## src/rtl/dsp_mv_pkg.sv

```systemverilog
package dsp_mv_pkg;
   typedef enum logic [3:0] {
      RI_ONES  = 4'd0,
      RI_X     = 4'd1,
      RI_Y     = 4'd2,
      RI_ACCHI = 4'd3,
      RI_STAT  = 4'd4,
      RI_STK   = 4'd5,
      RI_PC    = 4'd6,
      RI_PROD  = 4'd7,
      RI_MA0   = 4'd8,
      RI_MA1   = 4'd9,
      RI_MA2   = 4'd10,
      RI_MA3   = 4'd11,
      RI_MA4   = 4'd12,
      RI_HOLE  = 4'd13,
      RI_MCTL  = 4'd14,
      RI_ACCLO = 4'd15
   } reg_idx_e;

   typedef struct packed {
      logic     acc_from_prod;
      logic     src_ext;
      logic     dst_ext;
      logic     bad;
      reg_idx_e dst;
      reg_idx_e src;
   } mv_dec_t;

   function automatic logic idx_is_ext(input reg_idx_e i);
      return ((i >= RI_MA0) && (i <= RI_MA4)) || (i == RI_MCTL);
   endfunction
endpackage

```

## src/rtl/dsp_mv_decode.sv

```systemverilog
module dsp_mv_decode
   import dsp_mv_pkg::*;
(
   input  logic [15:0] word,
   output mv_dec_t     dec
);
   logic is_move;

   always_comb begin
      is_move           = (word[15:9] == 7'd0) && (word[8] == 1'b0 || word[8] == 1'b1);
      dec.dst           = reg_idx_e'(word[7:4]);
      dec.src           = reg_idx_e'(word[3:0]);
      dec.acc_from_prod = is_move && (dec.dst == RI_ACCHI) && (dec.src == RI_PROD);
      dec.src_ext       = idx_is_ext(dec.src);
      dec.dst_ext       = idx_is_ext(dec.dst);
      dec.bad           = !is_move || (dec.src == RI_HOLE) || (dec.dst == RI_HOLE)
                          || (dec.dst == RI_PROD);
   end
endmodule

```

## src/rtl/dsp_mv_product.sv

```systemverilog
module dsp_mv_product #(
   parameter int DW         = 16,
   parameter bit SIGNED_MUL = 1'b0
) (
   input  logic [DW-1:0]   x,
   input  logic [DW-1:0]   y,
   output logic [2*DW-1:0] prod
);
   localparam int PW = 2 * DW;
   logic [PW-1:0] raw;

   generate
      if (SIGNED_MUL) begin : g_signed
         assign raw = PW'($signed(x) * $signed(y));
      end else begin : g_unsigned
         assign raw = {{DW{1'b0}}, x} * {{DW{1'b0}}, y};
      end
   endgenerate

   assign prod = {raw[PW-2:0], 1'b0};
endmodule

```

## src/rtl/dsp_mv_stack.sv

```systemverilog
module dsp_mv_stack #(
   parameter int DW    = 16,
   parameter int DEPTH = 6,
   localparam int SPW  = $clog2(DEPTH + 1)
) (
   input  logic           clk,
   input  logic           rst_n,
   input  logic           pop,
   input  logic           push,
   input  logic [DW-1:0]  push_data,
   output logic [DW-1:0]  pop_data,
   output logic [SPW-1:0] sp,
   output logic           ovf,
   output logic           unf
);
   logic [DW-1:0]  mem [DEPTH];
   logic [DW-1:0]  rd;
   logic [SPW-1:0] sp_mid;
   logic           pop_ok, push_ok;

   always_comb begin
      rd = '0;
      for (int i = 0; i < DEPTH; i++)
         if (sp == SPW'(i)) rd = mem[i];
      pop_ok   = pop && (sp != SPW'(DEPTH));
      sp_mid   = pop_ok ? sp + SPW'(1) : sp;
      push_ok  = push && (sp_mid != '0);
      pop_data = pop_ok ? rd : '0;
      ovf      = push && !push_ok;
      unf      = pop && !pop_ok;
   end

   always_ff @(posedge clk or negedge rst_n) begin
      if (!rst_n) begin
         sp <= SPW'(DEPTH);
         for (int i = 0; i < DEPTH; i++) mem[i] <= '0;
      end else begin
         sp <= push_ok ? sp_mid - SPW'(1) : sp_mid;
         for (int i = 0; i < DEPTH; i++)
            if (push_ok && (sp_mid == SPW'(i + 1))) mem[i] <= push_data;
      end
   end
endmodule

```

## src/rtl/dsp_move_unit.sv

```systemverilog
module dsp_move_unit
   import dsp_mv_pkg::*;
#(
   parameter int          DW          = 16,
   parameter int          STACK_DEPTH = 6,
   parameter logic [15:0] PC_RESET    = 16'h0400,
   parameter bit          SIGNED_MUL  = 1'b0
) (
   input  logic          clk,
   input  logic          rst_n,
   input  logic          instr_valid,
   input  logic [15:0]   instr_word,
   output logic          instr_ready,
   output logic          instr_done,
   output logic          anomaly,
   output logic          stk_ovf,
   output logic          stk_unf,
   output logic          ext_rd,
   output logic [3:0]    ext_rd_idx,
   input  logic [DW-1:0] ext_rdata,
   output logic          ext_wr,
   output logic [3:0]    ext_wr_idx,
   output logic [DW-1:0] ext_wdata,
   input  logic [3:0]    dbg_idx,
   output logic [DW-1:0] dbg_data
);
   localparam int SPW = $clog2(STACK_DEPTH + 1);
   localparam int AW  = 2 * DW;

   generate
      if (DW < 16) begin : g_bad_dw
         $error("dsp_move_unit: DW must be at least 16");
      end
      if (STACK_DEPTH < 1) begin : g_bad_depth
         $error("dsp_move_unit: STACK_DEPTH must be at least 1");
      end
   endgenerate

   mv_dec_t        dec;
   logic [DW-1:0]  x_q, y_q, st_q, pc_q, rd_val, stk_rd;
   logic [AW-1:0]  acc_q, prod;
   logic [SPW-1:0] stk_sp;
   logic           busy_q, done_q, anom_q, ovf_q, unf_q;
   logic           accept, act, pc_wr, stk_pop, stk_push, ovf_c, unf_c;

   dsp_mv_decode u_dec (.word(instr_word), .dec(dec));

   dsp_mv_product #(.DW(DW), .SIGNED_MUL(SIGNED_MUL)) u_prod (
      .x(x_q), .y(y_q), .prod(prod));

   assign accept   = instr_valid && !busy_q;
   assign act      = accept && !dec.bad;
   assign pc_wr    = act && (dec.dst == RI_PC);
   assign stk_pop  = act && (dec.src == RI_STK) && !dec.acc_from_prod;
   assign stk_push = act && (dec.dst == RI_STK);

   dsp_mv_stack #(.DW(DW), .DEPTH(STACK_DEPTH)) u_stk (
      .clk(clk), .rst_n(rst_n), .pop(stk_pop), .push(stk_push),
      .push_data(rd_val), .pop_data(stk_rd), .sp(stk_sp),
      .ovf(ovf_c), .unf(unf_c));

   always_comb begin
      unique case (dec.src)
         RI_ONES:  rd_val = '1;
         RI_X:     rd_val = x_q;
         RI_Y:     rd_val = y_q;
         RI_ACCHI: rd_val = acc_q[AW-1:DW];
         RI_STAT:  rd_val = st_q;
         RI_STK:   rd_val = stk_rd;
         RI_PC:    rd_val = pc_q;
         RI_PROD:  rd_val = prod[AW-1:DW];
         RI_ACCLO: rd_val = acc_q[DW-1:0];
         RI_HOLE:  rd_val = '0;
         default:  rd_val = ext_rdata;
      endcase
   end

   assign ext_rd     = act && dec.src_ext;
   assign ext_rd_idx = dec.src;
   assign ext_wr     = act && dec.dst_ext;
   assign ext_wr_idx = dec.dst;
   assign ext_wdata  = rd_val;

   always_ff @(posedge clk or negedge rst_n) begin
      if (!rst_n) begin
         x_q   <= '0;
         y_q   <= '0;
         st_q  <= '0;
         acc_q <= '0;
         pc_q  <= DW'(PC_RESET);
      end else if (act) begin
         if (dec.acc_from_prod) acc_q <= prod;
         else begin
            unique case (dec.dst)
               RI_X:     x_q <= rd_val;
               RI_Y:     y_q <= rd_val;
               RI_ACCHI: acc_q[AW-1:DW] <= rd_val;
               RI_STAT:  st_q <= rd_val;
               RI_PC:    pc_q <= rd_val;
               RI_ACCLO: acc_q[DW-1:0] <= rd_val;
               default:  ;
            endcase
         end
      end
   end

   always_ff @(posedge clk or negedge rst_n) begin
      if (!rst_n) begin
         busy_q <= 1'b0;
         done_q <= 1'b0;
         anom_q <= 1'b0;
         ovf_q  <= 1'b0;
         unf_q  <= 1'b0;
      end else begin
         busy_q <= pc_wr;
         done_q <= (accept && !pc_wr) || busy_q;
         anom_q <= accept && dec.bad;
         ovf_q  <= ovf_c;
         unf_q  <= unf_c;
      end
   end

   assign instr_ready = !busy_q;
   assign instr_done  = done_q;
   assign anomaly     = anom_q;
   assign stk_ovf     = ovf_q;
   assign stk_unf     = unf_q;

   always_comb begin
      unique case (reg_idx_e'(dbg_idx))
         RI_ONES:  dbg_data = '1;
         RI_X:     dbg_data = x_q;
         RI_Y:     dbg_data = y_q;
         RI_ACCHI: dbg_data = acc_q[AW-1:DW];
         RI_STAT:  dbg_data = st_q;
         RI_STK:   dbg_data = DW'(stk_sp);
         RI_PC:    dbg_data = pc_q;
         RI_PROD:  dbg_data = prod[AW-1:DW];
         RI_ACCLO: dbg_data = acc_q[DW-1:0];
         default:  dbg_data = '0;
      endcase
   end
endmodule

```

## config.mk

```make
export PLATFORM = sky130hd
export DESIGN_NAME = dsp_move_unit
export DESIGN_NICKNAME = d
export VERILOG_FILES = /design/src/rtl/dsp_mv_pkg.sv /design/src/rtl/dsp_mv_decode.sv /design/src/rtl/dsp_mv_product.sv /design/src/rtl/dsp_mv_stack.sv /design/src/rtl/dsp_move_unit.sv
export SDC_FILE = /design/constraint.sdc
export NUM_CORES = 1
export LEC_CHECK = 0
export ABC_CLOCK_PERIOD_IN_PS = 9000
export BUFFER_PORTS_ARGS = -buffer_cell sky130_fd_sc_hd__buf_2
export CAP_MARGIN = 20
export CORE_UTILIZATION = 55
export CTS_CLUSTER_DIAMETER = 40
export DETAILED_ROUTE_END_ITERATION = 10
export PLACE_DENSITY_LB_ADDON = 0.1
export SLEW_MARGIN = 25
export SYNTH_ARGS = -nofsm -noshare
export SYNTH_HDL_FRONTEND = slang
export SYNTH_HIERARCHICAL = 1
export SYNTH_SLANG_ARGS = --single-unit
```

## constraint.sdc

```tcl
create_clock -name clk -period 9 [get_ports clk]
set_input_delay 1.35 -clock clk [delete_from_list [all_inputs] [get_ports clk]]
set_output_delay 1.35 -clock clk [all_outputs]
set_load 0.01 [all_outputs]
```

==> Word-level counts from Yosys, hierarchy flattened <==
Index checks and enable logic that the tools add are counted.
{ "classes": {"bitwise_logic": 1, "n_mul": 1, "magnitude_cmp": 4, "eq_ne": 40, "n_reduce_logical": 50, "add_sub_neg": 2, "mux": 14} }
{ "op_table": {"columns": ["operator", "count"], "rows": [
  ["case mux 16 bit (10 select lines)", 1],
  ["two-way mux 16 bit", 9],
  ["case mux 16 bit (9 select lines)", 1],
  ["equality test 4 x 3 -> 1 bit (second input constant)", 12],
  ["two-way mux 32 bit", 1],
  ["multiplier 16 x 16 -> 31 bit", 1],
  ["equality test 4 bit (second input constant)", 7],
  ["equality test 4 x 2 -> 1 bit (second input constant)", 6],
  ["logical AND 1 bit", 24],
  ["equality test 3 bit (second input constant)", 5],
  ["equality test 3 x 2 -> 1 bit (second input constant)", 4],
  ["equality test 4 x 1 -> 1 bit (second input constant)", 3],
  ["AND reduction 3 bit", 4],
  ["greater-or-equal comparator 4 bit (second input constant)", 2],
  ["less-or-equal comparator 4 bit (second input constant)", 2],
  ["logical NOT 4 bit", 2],
  ["logical NOT 1 bit", 7],
  ["logical NOT 7 bit", 1],
  ["equality test 3 x 1 -> 1 bit (second input constant)", 2],
  ["logical OR 1 bit", 6],
  ["two-way mux 3 bit", 2],
  ["AND reduction 2 bit", 2],
  ["nonzero test 2 bit", 2],
  ["adder 3 x 1 -> 3 bit (second input constant)", 1],
  ["5 further kinds", 5]
]} }
{ "totals": {"out_inout_bits": 47, "register_bits": 200, "word_cells": 130, "inputBits": 39} }

==> Logic depth before layout (Yosys ltp) <==
Gate-level depths: netlist (run 1).
{ "depth": {"depth_word": 15, "mapped_depth": 28} }

==> Modules after synthesis <==
The synthesis (run 1) kept the hierarchy.
{ "by_module_without_submodules": {"columns": ["module", "instances", "cells_per_inst", "area_each_um2", "seq_area_each_um2"], "rows": [
  ["dsp_mv_product", 1, 994, 8549.4, 0.0],
  ["dsp_move_unit", 1, 805, 6769.0, 2528.7],
  ["dsp_mv_stack", 1, 433, 5006.1, 2479.9],
  ["dsp_mv_decode", 1, 20, 147.6, 0.0]
]} }

==> Worst setup path before layout (run 1) <==
No wires, ideal clock.
{ "synth_timing": {"path_type": "reg-to-output", "startpoint": "reg y_q[7]", "endpoint": "out ext_wdata[14]", "stages_incl_launch_ff": 28, "arrival_ps": 6465, "setup_slack_ps": 1185, "path_cell_list": "dfrtp_1 > clkbuf_1 > nand2_1 > fa_1 > inv_1 > fa_1 > inv_1 > fa_1 > inv_1 > fa_1 > fa_1 > inv_1 > fa_1 > inv_1 > ha_1 > buf_2 > a21o_1 > a311oi_1 > o21a_1 > o21a_1 > o31a_1 > o21ai_1 > xor2_1 > mux4_2 > nand2_1 > o211ai_1 > o21ai_1 > inv_1"} }
{ "synth_via": {"elab_chain_len": 2} }
{ "synth_lines": {"columns": ["element", "line_no", "rtl"], "rows": [
  ["start: declaration", "dsp_move_unit.sv:40", "logic [DW-1:0] x_q, y_q, st_q, pc_q, rd_val, stk_rd;"],
  ["start signal: assignment", "dsp_move_unit.sv:96", "RI_Y: y_q <= rd_val;"],
  ["multiplier 16 x 16 -> 31 bit", "dsp_mv_product.sv:16", "assign raw = {{DW{1'b0}}, x} * {{DW{1'b0}}, y};"],
  ["net prod[30]", "dsp_move_unit.sv:41", "logic [AW-1:0] acc_q, prod;"],
  ["case mux 16 bit (10 select lines)", "dsp_move_unit.sv:63", "unique case (dec.src)"],
  ["end: declaration", "dsp_move_unit.sv:23", "output logic [DW-1:0] ext_wdata,"]
]} }
The timed path passes the listed nets, and every way through them passes these cells.

==> Worst setup path in the final report (run 1) <==
{ "layout_timing": {"startpoint": "reg x_q[6]", "endpoint": "out ext_wdata[15]"} }
{ "layout_via": {"elab_chain_len": 2} }
{ "layout_lines": {"columns": ["element", "line_no", "rtl"], "rows": [
  ["start: declaration", "dsp_move_unit.sv:40", null],
  ["start signal: assignment", "dsp_move_unit.sv:95", "RI_X: x_q <= rd_val;"],
  ["multiplier 16 x 16 -> 31 bit", "dsp_mv_product.sv:16", null],
  ["net prod[31]", "dsp_move_unit.sv:41", null],
  ["case mux 16 bit (10 select lines)", "dsp_move_unit.sv:63", null]
]} }
The timed path passes the listed nets, and every way through them passes these cells.

==> results of run 1 <==
==> power by group through the flow <==
stage	Sequential, uW	Combinational [uW]	Clock (uW)
finish	909	222	855
global route	910	237	893
global placement	927	211	0
detailed placement	927	214	0
floorplan	924	119	0
CTS	909	215	862
==> area by class of cell <==
type                            instances  area, sq um
Inverter                              284         1066
Antenna cell                            3        7.507
Clock inverter                         14        209.0
Tap cell                              468        585.6
Timing Repair Buffer                  161         1023
Fill cell                            3227        14420
Sequential cell                       200         5050
Clock buffer                           18        439.2
Multi-Input combinational cell       1623        13810
==> routing by layer <==
layer,track usage (%),share of wire [%],vias up
li1,-,-,7622
met1,42.20,40,8379
met2,54.74,48,660
met3,4.147,6.7,157
met4,16.94,4.9,0
met5,0,0,-
==> state kept, by name, indices dropped and copies added (netlist names) <==
signal      cells
busy_q          1
y_q            16
u_stk/sp        3
u_stk/mem      96
anomaly         1
stk_ovf         1
st_q           16
stk_unf         1
x_q            16
acc_q          32
pc_q           16
instr_done      1
==> worst max-delay path, stage by stage (launching register included) <==
cell	delay, ps
dfrtp_2	560
buf_4	230
nand2_1	80
fa_1	520
inv_1	50
fa_1	560
fa_1	460
fa_1	500
fa_1	510
inv_1	50
fa_1	480
inv_1	40
ha_1	330
a21oi_2	190
o211ai_1	160
a211o_1	300
a31oi_2	230
nor2_2	90
a311oi_2	360
xnor2_2	180
mux2i_1	230
o221ai_1	190
o32a_2	480
buf_2	160
==> metrics by stage <==
step	setup TNS (ps)	area, sq um	power, uW
2_1_floorplan	0	20470	1043
3_3_place_gp	0	21290	1138
3_5_place_dp	0	21290	1141
4_1_cts	0	21950	1986
5_1_grt	-95.59	22180	2040
6_report	0	22190	1987
==> kinds of logic (layout without fill, tap and decap cells) <==
kind of cell	count (synthesis)	after routing	synth area share (%)
fa+ha+maj	303	303	25.60
flops	200	200	24.47
xor+xnor	30	30	1.283
mux	148	148	8.055
compound gates	496	496	15.87
other cells	1	4	0.01832
simple gates	645	645	16.06
buf+inv	429	477	8.654
==> what timing repair did <==
| action | in CTS | in global routing |
|---|---|---|
| setup buffers | 0 | 11 |
| endpoints found under the setup margin | 7 | 16 |
| pin swaps | 0 | 3 |
| gates resized for setup | 11 | 46 |
| hold buffers | 0 | 0 |
==> final timing paths <==
check	from	cells after the start	slack [ps]	end
setup / recovery	x_q[6]	23	240	ext_wdata[15]
hold / removal	pc_q[10]	2	490	pc_q[10]
setup reg to reg	x_q[6]	24	1610	pc_q[15]
hold reg to reg	pc_q[10]	2	490	pc_q[10]
max in group asynchronous	rst_n	2	6570	y_q[1]
min in group asynchronous	rst_n	1	990	u_stk/mem[39]
==> synth_stat cells (all sizes together), types with 16 or more instances <==
cell type | n | area (sq um)
nand2b | 25 | 156.4
a22oi | 21 | 157.7
fa | 193 | 3864
a221o | 16 | 160.2
clkbuf | 87 | 326.6
buf | 58 | 379.1
o211ai | 18 | 135.1
nand3 | 26 | 130.1
ha | 110 | 1376
nand2 | 266 | 998.5
and2 | 130 | 813.3
o21ai | 126 | 653.1
nor2b | 26 | 162.7
and3 | 23 | 148.9
inv | 283 | 1062
o31ai | 19 | 142.6
a21oi | 140 | 704.4
xnor2 | 22 | 192.7
nor2 | 77 | 296.5
mux2i | 32 | 320.3
a211oi | 23 | 177.7
dfrtp | 197 | 4930
mux2 | 114 | 1284
a21o | 27 | 210.2
==> run_summary.xml, run 1 <==
<?xml version="1.0" encoding="UTF-8"?>
<metrics>
  <group name="pwr">
    <metric name="internal_power" unit="uW">1448</metric>
    <metric name="comb_power_share" unit="%">11.2</metric>
    <metric name="power.switching_fraction" unit="%">27.10</metric>
    <metric name="power_frac_clock" unit="%">43.1</metric>
    <metric name="net-switching-power" unit="uW">538.4</metric>
    <metric name="p_leak" unit="uW">0.01075</metric>
    <metric name="power.ir.vdd_worst" unit="uV">150.7</metric>
    <metric name="power_per_cell_area" unit="nW/um^2">89.55</metric>
    <metric name="p_seq_share" unit="%">45.8</metric>
  </group>
  <group name="route">
    <metric name="vias_per_cell" unit="">6.069</metric>
    <metric name="drc" unit="">0</metric>
    <metric name="routed_wl" unit="um">60280</metric>
    <metric name="wl_per_cell" unit="um">21.75</metric>
    <metric name="via_count" unit="">16818</metric>
    <metric name="drt_iter0_drc" unit="">1243</metric>
    <metric name="drtPass1Iterations" unit="">5</metric>
    <metric name="final_ant_viol_nets" unit="">0</metric>
  </group>
  <group name="synth">
    <metric name="synthesis.yosys.warnings" unit="">6</metric>
    <metric name="synth_sequential_area_ratio" unit="%">24.47</metric>
    <metric name="ys_types" unit="">97</metric>
    <metric name="ys_ff_latch" unit="">200</metric>
    <metric name="synthCells" unit="">2252</metric>
    <metric name="ys_async_sr_fraction" unit="%">100.0</metric>
    <metric name="number_of_flops_mapped_to_enable_cells_by_yosys" unit="">0</metric>
    <metric name="post_synth_instance_area" unit="sq um">20470</metric>
    <metric name="syn_area_per_cell" unit="sq um">9.091</metric>
    <metric name="synth_top_flop_cell" unit="">dfrtp_1</metric>
    <metric name="synth_nets" unit="">2594</metric>
  </group>
  <group name="placement">
    <metric name="cells_after_dpl" unit="">2725</metric>
    <metric name="io_buffer_count" unit="">84</metric>
    <metric name="gpl.final_weighted_congestion" unit="">0.9963</metric>
    <metric name="dp_hpwl" unit="um">45240</metric>
    <metric name="dp_slack" unit="ps">381.4</metric>
  </group>
  <group name="global_routing">
    <metric name="groute.usage.overall" unit="%">32.91</metric>
    <metric name="via_count_of_the_first_global_routing_pass" unit="">17356</metric>
    <metric name="total_congestion_overflow_after_global_routing" unit="">0</metric>
    <metric name="grt_antenna_before_repair" unit="">1</metric>
    <metric name="grt_start_max_net_pins" unit="">99</metric>
    <metric name="global_route_wire_length_before_repair" unit="um">97230</metric>
  </group>
  <group name="sta">
    <metric name="period_minus_slack" unit="ps">8760</metric>
    <metric name="hold_slack" unit="ps">486.0</metric>
    <metric name="final-setup-viol-count" unit="">0</metric>
    <metric name="timing.final.hold_violations" unit="">0</metric>
    <metric name="skew" unit="ps">12.65</metric>
    <metric name="slew_violations" unit="">0</metric>
    <metric name="max_freq" unit="GHz">0.1142</metric>
    <metric name="tightest_slew" unit="ps">936.8</metric>
    <metric name="timing.final.crit_share" unit="%">97.34</metric>
    <metric name="setup_repair_after_global_routing_missed_its_margin" unit="">yes</metric>
    <metric name="worst_slack" unit="ps">239.7</metric>
    <metric name="relSlewSlack" unit="%">37.42</metric>
  </group>
  <group name="clock_tree">
    <metric name="worstSkewPairLatency" unit="ps">460</metric>
    <metric name="clkSlewWorstSetupHoldPaths" unit="ps">80</metric>
    <metric name="tritoncts_clock_tree" unit="">yes</metric>
    <metric name="clock-root-buffer" unit="">clkbuf_16</metric>
    <metric name="ctsLongestPathBuffers" unit="">2</metric>
    <metric name="cts.htree.levels" unit="">4</metric>
    <metric name="tritoncts_num_sinks" unit="">200</metric>
    <metric name="tritoncts_buffers" unit="">17</metric>
  </group>
  <group name="worst_setup_path">
    <metric name="worst_ep_arrival_time" unit="ps">7410</metric>
    <metric name="critical_path_class" unit="">reg2out</metric>
    <metric name="cp_data_required_time" unit="ps">7650</metric>
    <metric name="critical_path.startpoint_type" unit="">flip-flop</metric>
    <metric name="cp_max_fo" unit="">12</metric>
    <metric name="cp-end-kind" unit="">primary output</metric>
  </group>
  <group name="die">
    <metric name="coreArea" unit="sq um">36610</metric>
    <metric name="boundaryPins" unit="">86</metric>
    <metric name="fp.dieW" unit="um">194.9</metric>
    <metric name="initial_core_util" unit="%">55.92</metric>
    <metric name="chipHeight" unit="um">194.9</metric>
    <metric name="dieArea" unit="sq um">38000</metric>
    <metric name="rows" unit="">70</metric>
  </group>
  <group name="final_layout">
    <metric name="area_growth_syn_to_layout" unit="%">8.379</metric>
    <metric name="final_layout_size_suffix_gt1_share" unit="%">17.22</metric>
    <metric name="most-common-layout-cells" unit="">inv_1, nand2_1, fa_1</metric>
    <metric name="fin_nets" unit="">2629</metric>
    <metric name="mostFrequentLayoutCell" unit="">inv_1</metric>
    <metric name="final_core_utilization" unit="%">60.60</metric>
    <metric name="finalNonFillerCells" unit="">2771</metric>
  </group>
  <group name="min_path">
    <metric name="hold_path_class" unit="">reg2reg</metric>
  </group>
  <group name="status">
    <metric name="outcome" unit="">completed</metric>
  </group>
  <group name="flow_run">
    <metric name="cap_violations" unit="">0</metric>
  </group>
</metrics>
Power figures use the tool's default switching activity.
==> inputs of run 2 (changes only) <==
- CORE_ASPECT_RATIO: not set -> 0.6
- CORE_MARGIN: not set -> 4
==> run 2 against run 1 <==
- clock skew increased by 3.3 ps
- critical path depth increased by 4
- combinational power increased by 5%
- power decreased by 0.80%
- global-route usage increased by 0.39 points
- non-clock buffer count increased by 12
- clock power decreased by 2.9%
==> run_summary.xml, run 2 (synthesis gave the netlist of run 1 again) <==
<?xml version="1.0" encoding="UTF-8"?>
<metrics>
  <group name="route">
    <metric name="wl_per_cell" unit="um">23.59</metric>
    <metric name="drc" unit="">0</metric>
    <metric name="drtPass1Iterations" unit="">8</metric>
    <metric name="via_count" unit="">17330</metric>
    <metric name="final_ant_viol_nets" unit="">0</metric>
    <metric name="vias_per_cell" unit="">6.150</metric>
    <metric name="routed_wl" unit="um">66480</metric>
    <metric name="drt_iter0_drc" unit="">2002</metric>
  </group>
  <group name="sta">
    <metric name="slew_violations" unit="">0</metric>
    <metric name="max_freq" unit="GHz">0.1137</metric>
    <metric name="setup_repair_after_global_routing_missed_its_margin" unit="">yes</metric>
    <metric name="period_minus_slack" unit="ps">8794</metric>
    <metric name="relSlewSlack" unit="%">19.21</metric>
    <metric name="tightest_slew" unit="ps">1209</metric>
    <metric name="timing.final.hold_violations" unit="">0</metric>
    <metric name="final-setup-viol-count" unit="">0</metric>
    <metric name="skew" unit="ps">15.95</metric>
    <metric name="timing.final.crit_share" unit="%">97.71</metric>
  </group>
  <group name="final_layout">
    <metric name="final_layout_size_suffix_gt1_share" unit="%">17.26</metric>
    <metric name="largest_register_ffs" unit="">96</metric>
    <metric name="fin_nets" unit="">2641</metric>
    <metric name="stdcell_area" unit="sq um">22330</metric>
    <metric name="most-common-layout-cells" unit="">inv_1, nand2_1, fa_1</metric>
    <metric name="largest-register" unit="">u_stk/mem</metric>
    <metric name="final_core_utilization" unit="%">61.08</metric>
    <metric name="finalNonFillerCells" unit="">2818</metric>
    <metric name="largest_registers" unit="">u_stk/mem (96), acc_q (32)</metric>
    <metric name="area_growth_syn_to_layout" unit="%">9.052</metric>
    <metric name="mostFrequentLayoutCell" unit="">inv_1</metric>
  </group>
  <group name="clock_tree">
    <metric name="number_of_hold_buffers_added_after_cts" unit="">0</metric>
    <metric name="tritoncts_buffers" unit="">17</metric>
    <metric name="ctsLongestPathBuffers" unit="">2</metric>
    <metric name="tritoncts_num_sinks" unit="">200</metric>
    <metric name="clock-root-buffer" unit="">clkbuf_16</metric>
    <metric name="cts.htree.levels" unit="">4</metric>
    <metric name="tritoncts_clock_tree" unit="">yes</metric>
    <metric name="worstSkewPairLatency" unit="ps">460</metric>
    <metric name="clkSlewWorstSetupHoldPaths" unit="ps">90</metric>
  </group>
  <group name="worst_setup_path">
    <metric name="r2r-end" unit="">u_stk/mem[94]</metric>
    <metric name="critical_path_class" unit="">reg2out</metric>
    <metric name="r2r_setup_slack" unit="ps">1610</metric>
    <metric name="crit-reg2reg-launch" unit="">x_q[7]</metric>
    <metric name="critical_path.startpoint_type" unit="">flip-flop</metric>
    <metric name="cp_max_fo" unit="">18</metric>
    <metric name="cp_data_required_time" unit="ps">7650</metric>
    <metric name="cp-end-kind" unit="">primary output</metric>
    <metric name="setup.worst_path.start" unit="">x_q[7]</metric>
    <metric name="timing.reg2reg.worst_path_depth" unit="">28</metric>
    <metric name="worst_ep_arrival_time" unit="ps">7440</metric>
  </group>
  <group name="placement">
    <metric name="dp_hpwl" unit="um">49600</metric>
    <metric name="gpl.final_weighted_congestion" unit="">0.9690</metric>
    <metric name="cells_after_dpl" unit="">2772</metric>
    <metric name="io_buffer_count" unit="">84</metric>
    <metric name="postPlaceCellArea" unit="sq um">21430</metric>
  </group>
  <group name="die">
    <metric name="initial_core_util" unit="%">56.01</metric>
    <metric name="rows" unit="">54</metric>
    <metric name="coreArea" unit="sq um">36550</metric>
    <metric name="fp.dieW" unit="um">257.1</metric>
    <metric name="boundaryPins" unit="">86</metric>
    <metric name="dieArea" unit="sq um">40470</metric>
    <metric name="chipHeight" unit="um">157.4</metric>
  </group>
  <group name="min_path">
    <metric name="holdPathEnd" unit="">pc_q[10]</metric>
    <metric name="hold_path_class" unit="">reg2reg</metric>
    <metric name="hold-path-cell-count" unit="">2</metric>
    <metric name="min_from" unit="">pc_q[10]</metric>
  </group>
  <group name="global_routing">
    <metric name="groute.usage.overall" unit="%">33.30</metric>
    <metric name="global_route_wire_length_before_repair" unit="um">103500</metric>
    <metric name="grt_start_max_net_pins" unit="">78</metric>
    <metric name="total_congestion_overflow_after_global_routing" unit="">0</metric>
    <metric name="grt_antenna_before_repair" unit="">1</metric>
    <metric name="via_count_of_the_first_global_routing_pass" unit="">17115</metric>
  </group>
  <group name="pwr">
    <metric name="p_leak" unit="uW">0.01082</metric>
    <metric name="power.ir.vdd_worst" unit="uV">102.5</metric>
    <metric name="power_per_cell_area" unit="nW/um^2">88.28</metric>
  </group>
  <group name="flow_run">
    <metric name="cap_violations" unit="">0</metric>
  </group>
  <group name="status">
    <metric name="outcome" unit="">completed</metric>
  </group>
</metrics>
-- run 2: changes by cell type in the layout (fill, tap and decap cells not counted), sizes merged --
| cell | before | now |
|---|---|---|
| buf | 159 | 172 |
| bufinv | 4 | 2 |
| clkinv | 3 | 5 |
| clkbuf | 20 | 19 |
| clkinvlp | 3 | 2 |
| diode | 3 | 2 |
| inv | 288 | 289 |
-- run 2: what timing repair did --
action,CTS,global route
setup buffers,0,12
endpoints found under the setup margin,6,19
resized for setup,10,43
hold endpoints to repair,0,0
pin swaps,0,4
-- run 2: stage by stage --
| stage | hold WS [ps] | setup slack (ps) | total power [uW] | TNS, ps |
|---|---|---|---|---|
| final | 491.9 | 206.1 | 1971 | 0 |
| after global routing | 492.6 | -42.23 | 2025 | -109.7 |
| after CTS | 483.4 | 5.511 | 1963 | 0 |
| after detailed placement | 469.2 | 267.6 | 1147 | 0 |
| after global placement | 466.7 | 347.9 | 1145 | 0 |
| after floorplan | 450.5 | 1185 | 1043 | 0 |
-- run 2: cell type report --
class | count | area (sq um)
clock inverters | 14 | 182.7
diodes | 2 | 5.005
repair buffers | 173 | 1146
well taps | 504 | 630.6
flip-flops and latches | 200 | 5044
multi-input cells | 1623 | 13820
clock buffers | 18 | 429.2
fillers | 3224 | 14230
inverters | 284 | 1066
-- run 2: power breakdown --
part / leakage [uW] / switching [uW] / total [uW] / internal, uW
Clock: 0.000293 / 405 / 830 / 424
Sequential: 0.00274 / 7.05 / 909 / 902
Combinational: 0.00778 / 163 / 232 / 69.0
Total: 0.0108 / 575 / 1970 / 1400
-- run 2: worst max path at each step --
stage / endpoint / slack, ps
2_1_floorplan: ext_wdata[14] / 1180
3_5_place_dp: ext_wdata[14] / 270
6_report: ext_wdata[14] / 210
5_1_grt: ext_wdata[11] / -40
4_1_cts: ext_wdata[11] / 6
3_3_place_gp: ext_wdata[14] / 350
-- run 2: routing by layer --
metal	part of all wire (%)	global-route usage, %	up-vias
li1	-	-	7646
met1	48	53.54	8729
met5	0	0	-
met2	40	45.81	882
met3	11	7.445	73
met4	1.6	6.487	0
-- run 2: critical path: stages, from the launching register on --
cell      delay [ps]
dfrtp_1          400
buf_4            230
and2_1           190
fa_1             540
inv_1             50
fa_1             390
fa_1             550
inv_1             70
fa_1             500
fa_1             500
inv_1             50
fa_1             500
inv_1             50
ha_2             310
a21o_1           190
a311oi_2         280
o21a_1           230
o21a_1           230
o31a_1           140
buf_4            150
o21ai_1           90
xor2_1           200
mux4_2           490
nand2_1           80
o211ai_1         130
o21ai_2          170
inv_1            110
buf_2            150
==> inputs of run 3 (changes only) <==
- ABC_AREA: not set -> 1
==> run 3 against run 2 <==
- combinational power grew to 19 times the previous value
- non-clock buffer count fell by 56
- flip-flop and latch count unchanged
- highest routed layer unchanged
- global-route usage is 0.48 points lower
- critical path depth fell by 3
- count of clock-buffer cells in the layout rose by 1
- die area up 5.8%
- via count rose by 14%
- synthesized cell count grew 36%
- sequential power up 1%
- power increased to 3.1 times the previous value
==> run_summary.xml, run 3 <==
<?xml version="1.0" encoding="UTF-8"?>
<metrics>
  <group name="sta">
    <metric name="tns" unit="ps">0</metric>
    <metric name="timing.final.hold_violations" unit="">0</metric>
    <metric name="final-setup-viol-count" unit="">0</metric>
    <metric name="skew" unit="ps">17.70</metric>
    <metric name="tightest_slew" unit="ps">1043</metric>
    <metric name="relSlewSlack" unit="%">30.21</metric>
    <metric name="timing.final.crit_share" unit="%">94.86</metric>
    <metric name="slew_violations" unit="">0</metric>
    <metric name="period_minus_slack" unit="ps">8537</metric>
    <metric name="max_freq" unit="GHz">0.1171</metric>
    <metric name="setup_repair_after_global_routing_missed_its_margin" unit="">no</metric>
  </group>
  <group name="final_layout">
    <metric name="largest-register" unit="">u_stk/mem</metric>
    <metric name="area_growth_syn_to_layout" unit="%">5.087</metric>
    <metric name="stdcell_area" unit="sq um">22820</metric>
    <metric name="final_layout_size_suffix_gt1_share" unit="%">10.77</metric>
    <metric name="largest_register_ffs" unit="">96</metric>
    <metric name="finalNonFillerCells" unit="">3558</metric>
    <metric name="most-common-layout-cells" unit="">nand2_1, inv_1, nand3_1</metric>
    <metric name="antenna-diode-count" unit="">0</metric>
    <metric name="fin_nets" unit="">3365</metric>
    <metric name="largest_registers" unit="">u_stk/mem (96), acc_q (32)</metric>
    <metric name="mostFrequentLayoutCell" unit="">nand2_1</metric>
  </group>
  <group name="global_routing">
    <metric name="global_route_wire_length_before_repair" unit="um">109400</metric>
    <metric name="groute.usage.overall" unit="%">32.82</metric>
    <metric name="grt_start_max_net_pins" unit="">79</metric>
    <metric name="via_count_of_the_first_global_routing_pass" unit="">18983</metric>
    <metric name="total_congestion_overflow_after_global_routing" unit="">0</metric>
    <metric name="grt_antenna_before_repair" unit="">0</metric>
  </group>
  <group name="worst_setup_path">
    <metric name="worst_ep_arrival_time" unit="ps">7190</metric>
    <metric name="cp_data_required_time" unit="ps">7650</metric>
    <metric name="cp_max_fo" unit="">18</metric>
    <metric name="critical_path_class" unit="">reg2out</metric>
    <metric name="cpMostUsedCell" unit="">fa_1</metric>
    <metric name="worst_path_dominant_cell_family" unit="">adder cells</metric>
    <metric name="cpPeakStageDelay" unit="ps">950</metric>
    <metric name="cp_max_delay_cell" unit="">dfrtp_1</metric>
    <metric name="cp-end-kind" unit="">primary output</metric>
    <metric name="wp_buf_inv" unit="">5</metric>
    <metric name="critical_path.startpoint_type" unit="">flip-flop</metric>
    <metric name="worstPathCellList" unit="">nand2_1 -&gt; fa_1 -&gt; fa_1 -&gt; fa_1 -&gt; inv_1 -&gt; fa_1 -&gt; fa_1 -&gt; inv_1 -&gt; fa_1 -&gt; inv_1 -&gt; ha_1 -&gt; nand2_2 -&gt; nor2_4 -&gt; inv_2 -&gt; nor2_2 -&gt; nand2_1 -&gt; nand2_1 -&gt; xor2_1 -&gt; nand3_1 -&gt; nand2_1 -&gt; nor2_1 -&gt; nand3_2 -&gt; and2_1 -&gt; buf_2</metric>
  </group>
  <group name="pwr">
    <metric name="power.ir.vdd_worst" unit="uV">346.9</metric>
    <metric name="p_leak" unit="uW">0.01302</metric>
    <metric name="totalPowerFinal" unit="uW">6152</metric>
    <metric name="power_per_cell_area" unit="nW/um^2">269.6</metric>
  </group>
  <group name="status">
    <metric name="outcome" unit="">completed</metric>
  </group>
  <group name="die">
    <metric name="coreArea" unit="sq um">39030</metric>
    <metric name="chipHeight" unit="um">161.9</metric>
    <metric name="boundaryPins" unit="">86</metric>
    <metric name="fp.dieW" unit="um">264.5</metric>
    <metric name="dieArea" unit="sq um">42840</metric>
    <metric name="rows" unit="">56</metric>
    <metric name="initial_core_util" unit="%">55.65</metric>
  </group>
  <group name="route">
    <metric name="drc" unit="">0</metric>
    <metric name="wl_per_cell" unit="um">19.60</metric>
    <metric name="drtPass1Iterations" unit="">7</metric>
    <metric name="via_count" unit="">19818</metric>
    <metric name="final_ant_viol_nets" unit="">0</metric>
    <metric name="vias_per_cell" unit="">5.570</metric>
    <metric name="drt_iter0_drc" unit="">2574</metric>
    <metric name="routed_wl" unit="um">69750</metric>
  </group>
  <group name="clock_tree">
    <metric name="worstSkewPairLatency" unit="ps">460</metric>
    <metric name="post_cts.repair.setup_buffers" unit="">0</metric>
    <metric name="ctsLongestPathBuffers" unit="">2</metric>
    <metric name="tritoncts_clock_tree" unit="">yes</metric>
    <metric name="clock-root-buffer" unit="">clkbuf_16</metric>
    <metric name="number_of_hold_buffers_added_after_cts" unit="">0</metric>
    <metric name="tritoncts_num_sinks" unit="">200</metric>
    <metric name="post_cts_resized" unit="">0</metric>
    <metric name="tritoncts_buffers" unit="">17</metric>
    <metric name="cts.htree.levels" unit="">4</metric>
    <metric name="clkSlewWorstSetupHoldPaths" unit="ps">80</metric>
  </group>
  <group name="synth">
    <metric name="post-synth-top-count-cell" unit="">nand2_1</metric>
    <metric name="synth_sequential_area_ratio" unit="%">23.06</metric>
    <metric name="synthesis.yosys.warnings" unit="">6</metric>
    <metric name="synth_nets" unit="">3398</metric>
    <metric name="syn_area_per_cell" unit="sq um">7.107</metric>
    <metric name="yosys-top-cells-count" unit="">nand2_1, inv_1, nand3_1, dfrtp_1, fa_1</metric>
    <metric name="ys_async_sr_fraction" unit="%">100.0</metric>
    <metric name="ys_types" unit="">50</metric>
    <metric name="netlist.area_leader.share" unit="%">22.70</metric>
    <metric name="ys_ff_latch" unit="">200</metric>
    <metric name="synth_top_flop_cell" unit="">dfrtp_1</metric>
    <metric name="synth_largest_area_cell" unit="">dfrtp_1</metric>
    <metric name="yosys-top-cells-area" unit="">dfrtp_1, fa_1, nand2_1, inv_1, ha_1</metric>
    <metric name="number_of_flops_mapped_to_enable_cells_by_yosys" unit="">0</metric>
    <metric name="synthCells" unit="">3056</metric>
    <metric name="post_synth_instance_area" unit="sq um">21720</metric>
  </group>
  <group name="placement">
    <metric name="dp_hpwl" unit="um">54340</metric>
    <metric name="io_buffer_count" unit="">84</metric>
    <metric name="cells_after_dpl" unit="">3525</metric>
    <metric name="postPlaceCellArea" unit="sq um">22220</metric>
    <metric name="gpl.final_weighted_congestion" unit="">1.045</metric>
  </group>
  <group name="min_path">
    <metric name="hold_path_class" unit="">reg2reg</metric>
  </group>
  <group name="flow_run">
    <metric name="cap_violations" unit="">0</metric>
  </group>
</metrics>
==> run 3: cell count changes in the layout (fill, tap and decap cells not counted), sizes merged, moves of 25 or more <==
| cell | before | now |
|---|---|---|
| nand2 | 266 | 832 |
| inv | 289 | 640 |
| nand3 | 26 | 286 |
| nor2 | 77 | 213 |
| mux2 | 114 | 0 |
| and2 | 130 | 19 |
| buf | 172 | 116 |
| o21ai | 126 | 171 |
| mux2i | 32 | 0 |
| a21o | 27 | 1 |
| nor2b | 26 | 0 |
| nand2b | 25 | 0 |
==> run 3: kinds of logic (layout without fill, tap and decap cells) <==
logic type	after synthesis	in the layout	share of synthesized area, %
compound gates	331	331	8.711
xor+xnor	15	15	0.6049
fa+ha+maj	303	303	24.13
buf+inv	803	783	14.86
flops	200	200	23.06
other cells	1	1	0.01727
simple gates	1403	1403	28.62
==> run 3: metal layers <==
layer | share of wire [%] | vias to the layer above | track usage (%)
li1 | - | 9206 | -
met1 | 46 | 9503 | 52.04
met2 | 40 | 1020 | 44.56
met3 | 12 | 89 | 9.160
met4 | 1.5 | 0 | 6.404
met5 | 0 | - | 0
==> run 3: worst reg2reg max path: cells and delay by family, from the launching register on <==
kind,cells,cell delay [ps]
fa+ha+maj,7,3380
simple gates,12,1310
buf+inv,7,850
flops,1,780
compound gates,2,530
==> run 3: per-stage QoR <==
step | utilization [%] | hold slack (ps) | setup WS [ps]
after floorplan | - | 442.5 | 1932
after global placement | 56.92 | 454.1 | 1079
after detailed placement | 56.94 | 460.8 | 1016
after CTS | 58.41 | 478.9 | 524.2
after global routing | 58.48 | 495.9 | 122.3
final | 58.48 | 477.7 | 462.6
==> run 3: area by class of cell <==
type                            count  area [sq um]
Fill cell                        3697         16200
Tap cell                          522         653.1
Sequential cell                   200          5009
Clock inverter                     13         128.9
Inverter                          634          2380
Multi-Input combinational cell   2053         13520
Timing Repair Buffer              117         693.2
Clock buffer                       19         442.9
==> run 3: power breakdown <==
part           switching (uW)  internal, uW
sequential               14.8           904
clock                     403           377
combinational            3120          1330
total                    3540          2610
==> run 3: path summary, 6_finish.rpt <==
kind | from | end | slack [ps] | cells past startpoint
min | u_stk/mem[60] | u_stk/mem[60] | 480 | 2
min reg2reg | u_stk/mem[60] | u_stk/mem[60] | 480 | 2
min in group asynchronous | rst_n | u_stk/mem[64] | 840 | 1
max | y_q[1] | ext_wdata[2] | 460 | 24
max in group asynchronous | rst_n | acc_q[21] | 6800 | 2
max reg2reg | x_q[9] | u_stk/mem[73] | 2000 | 28
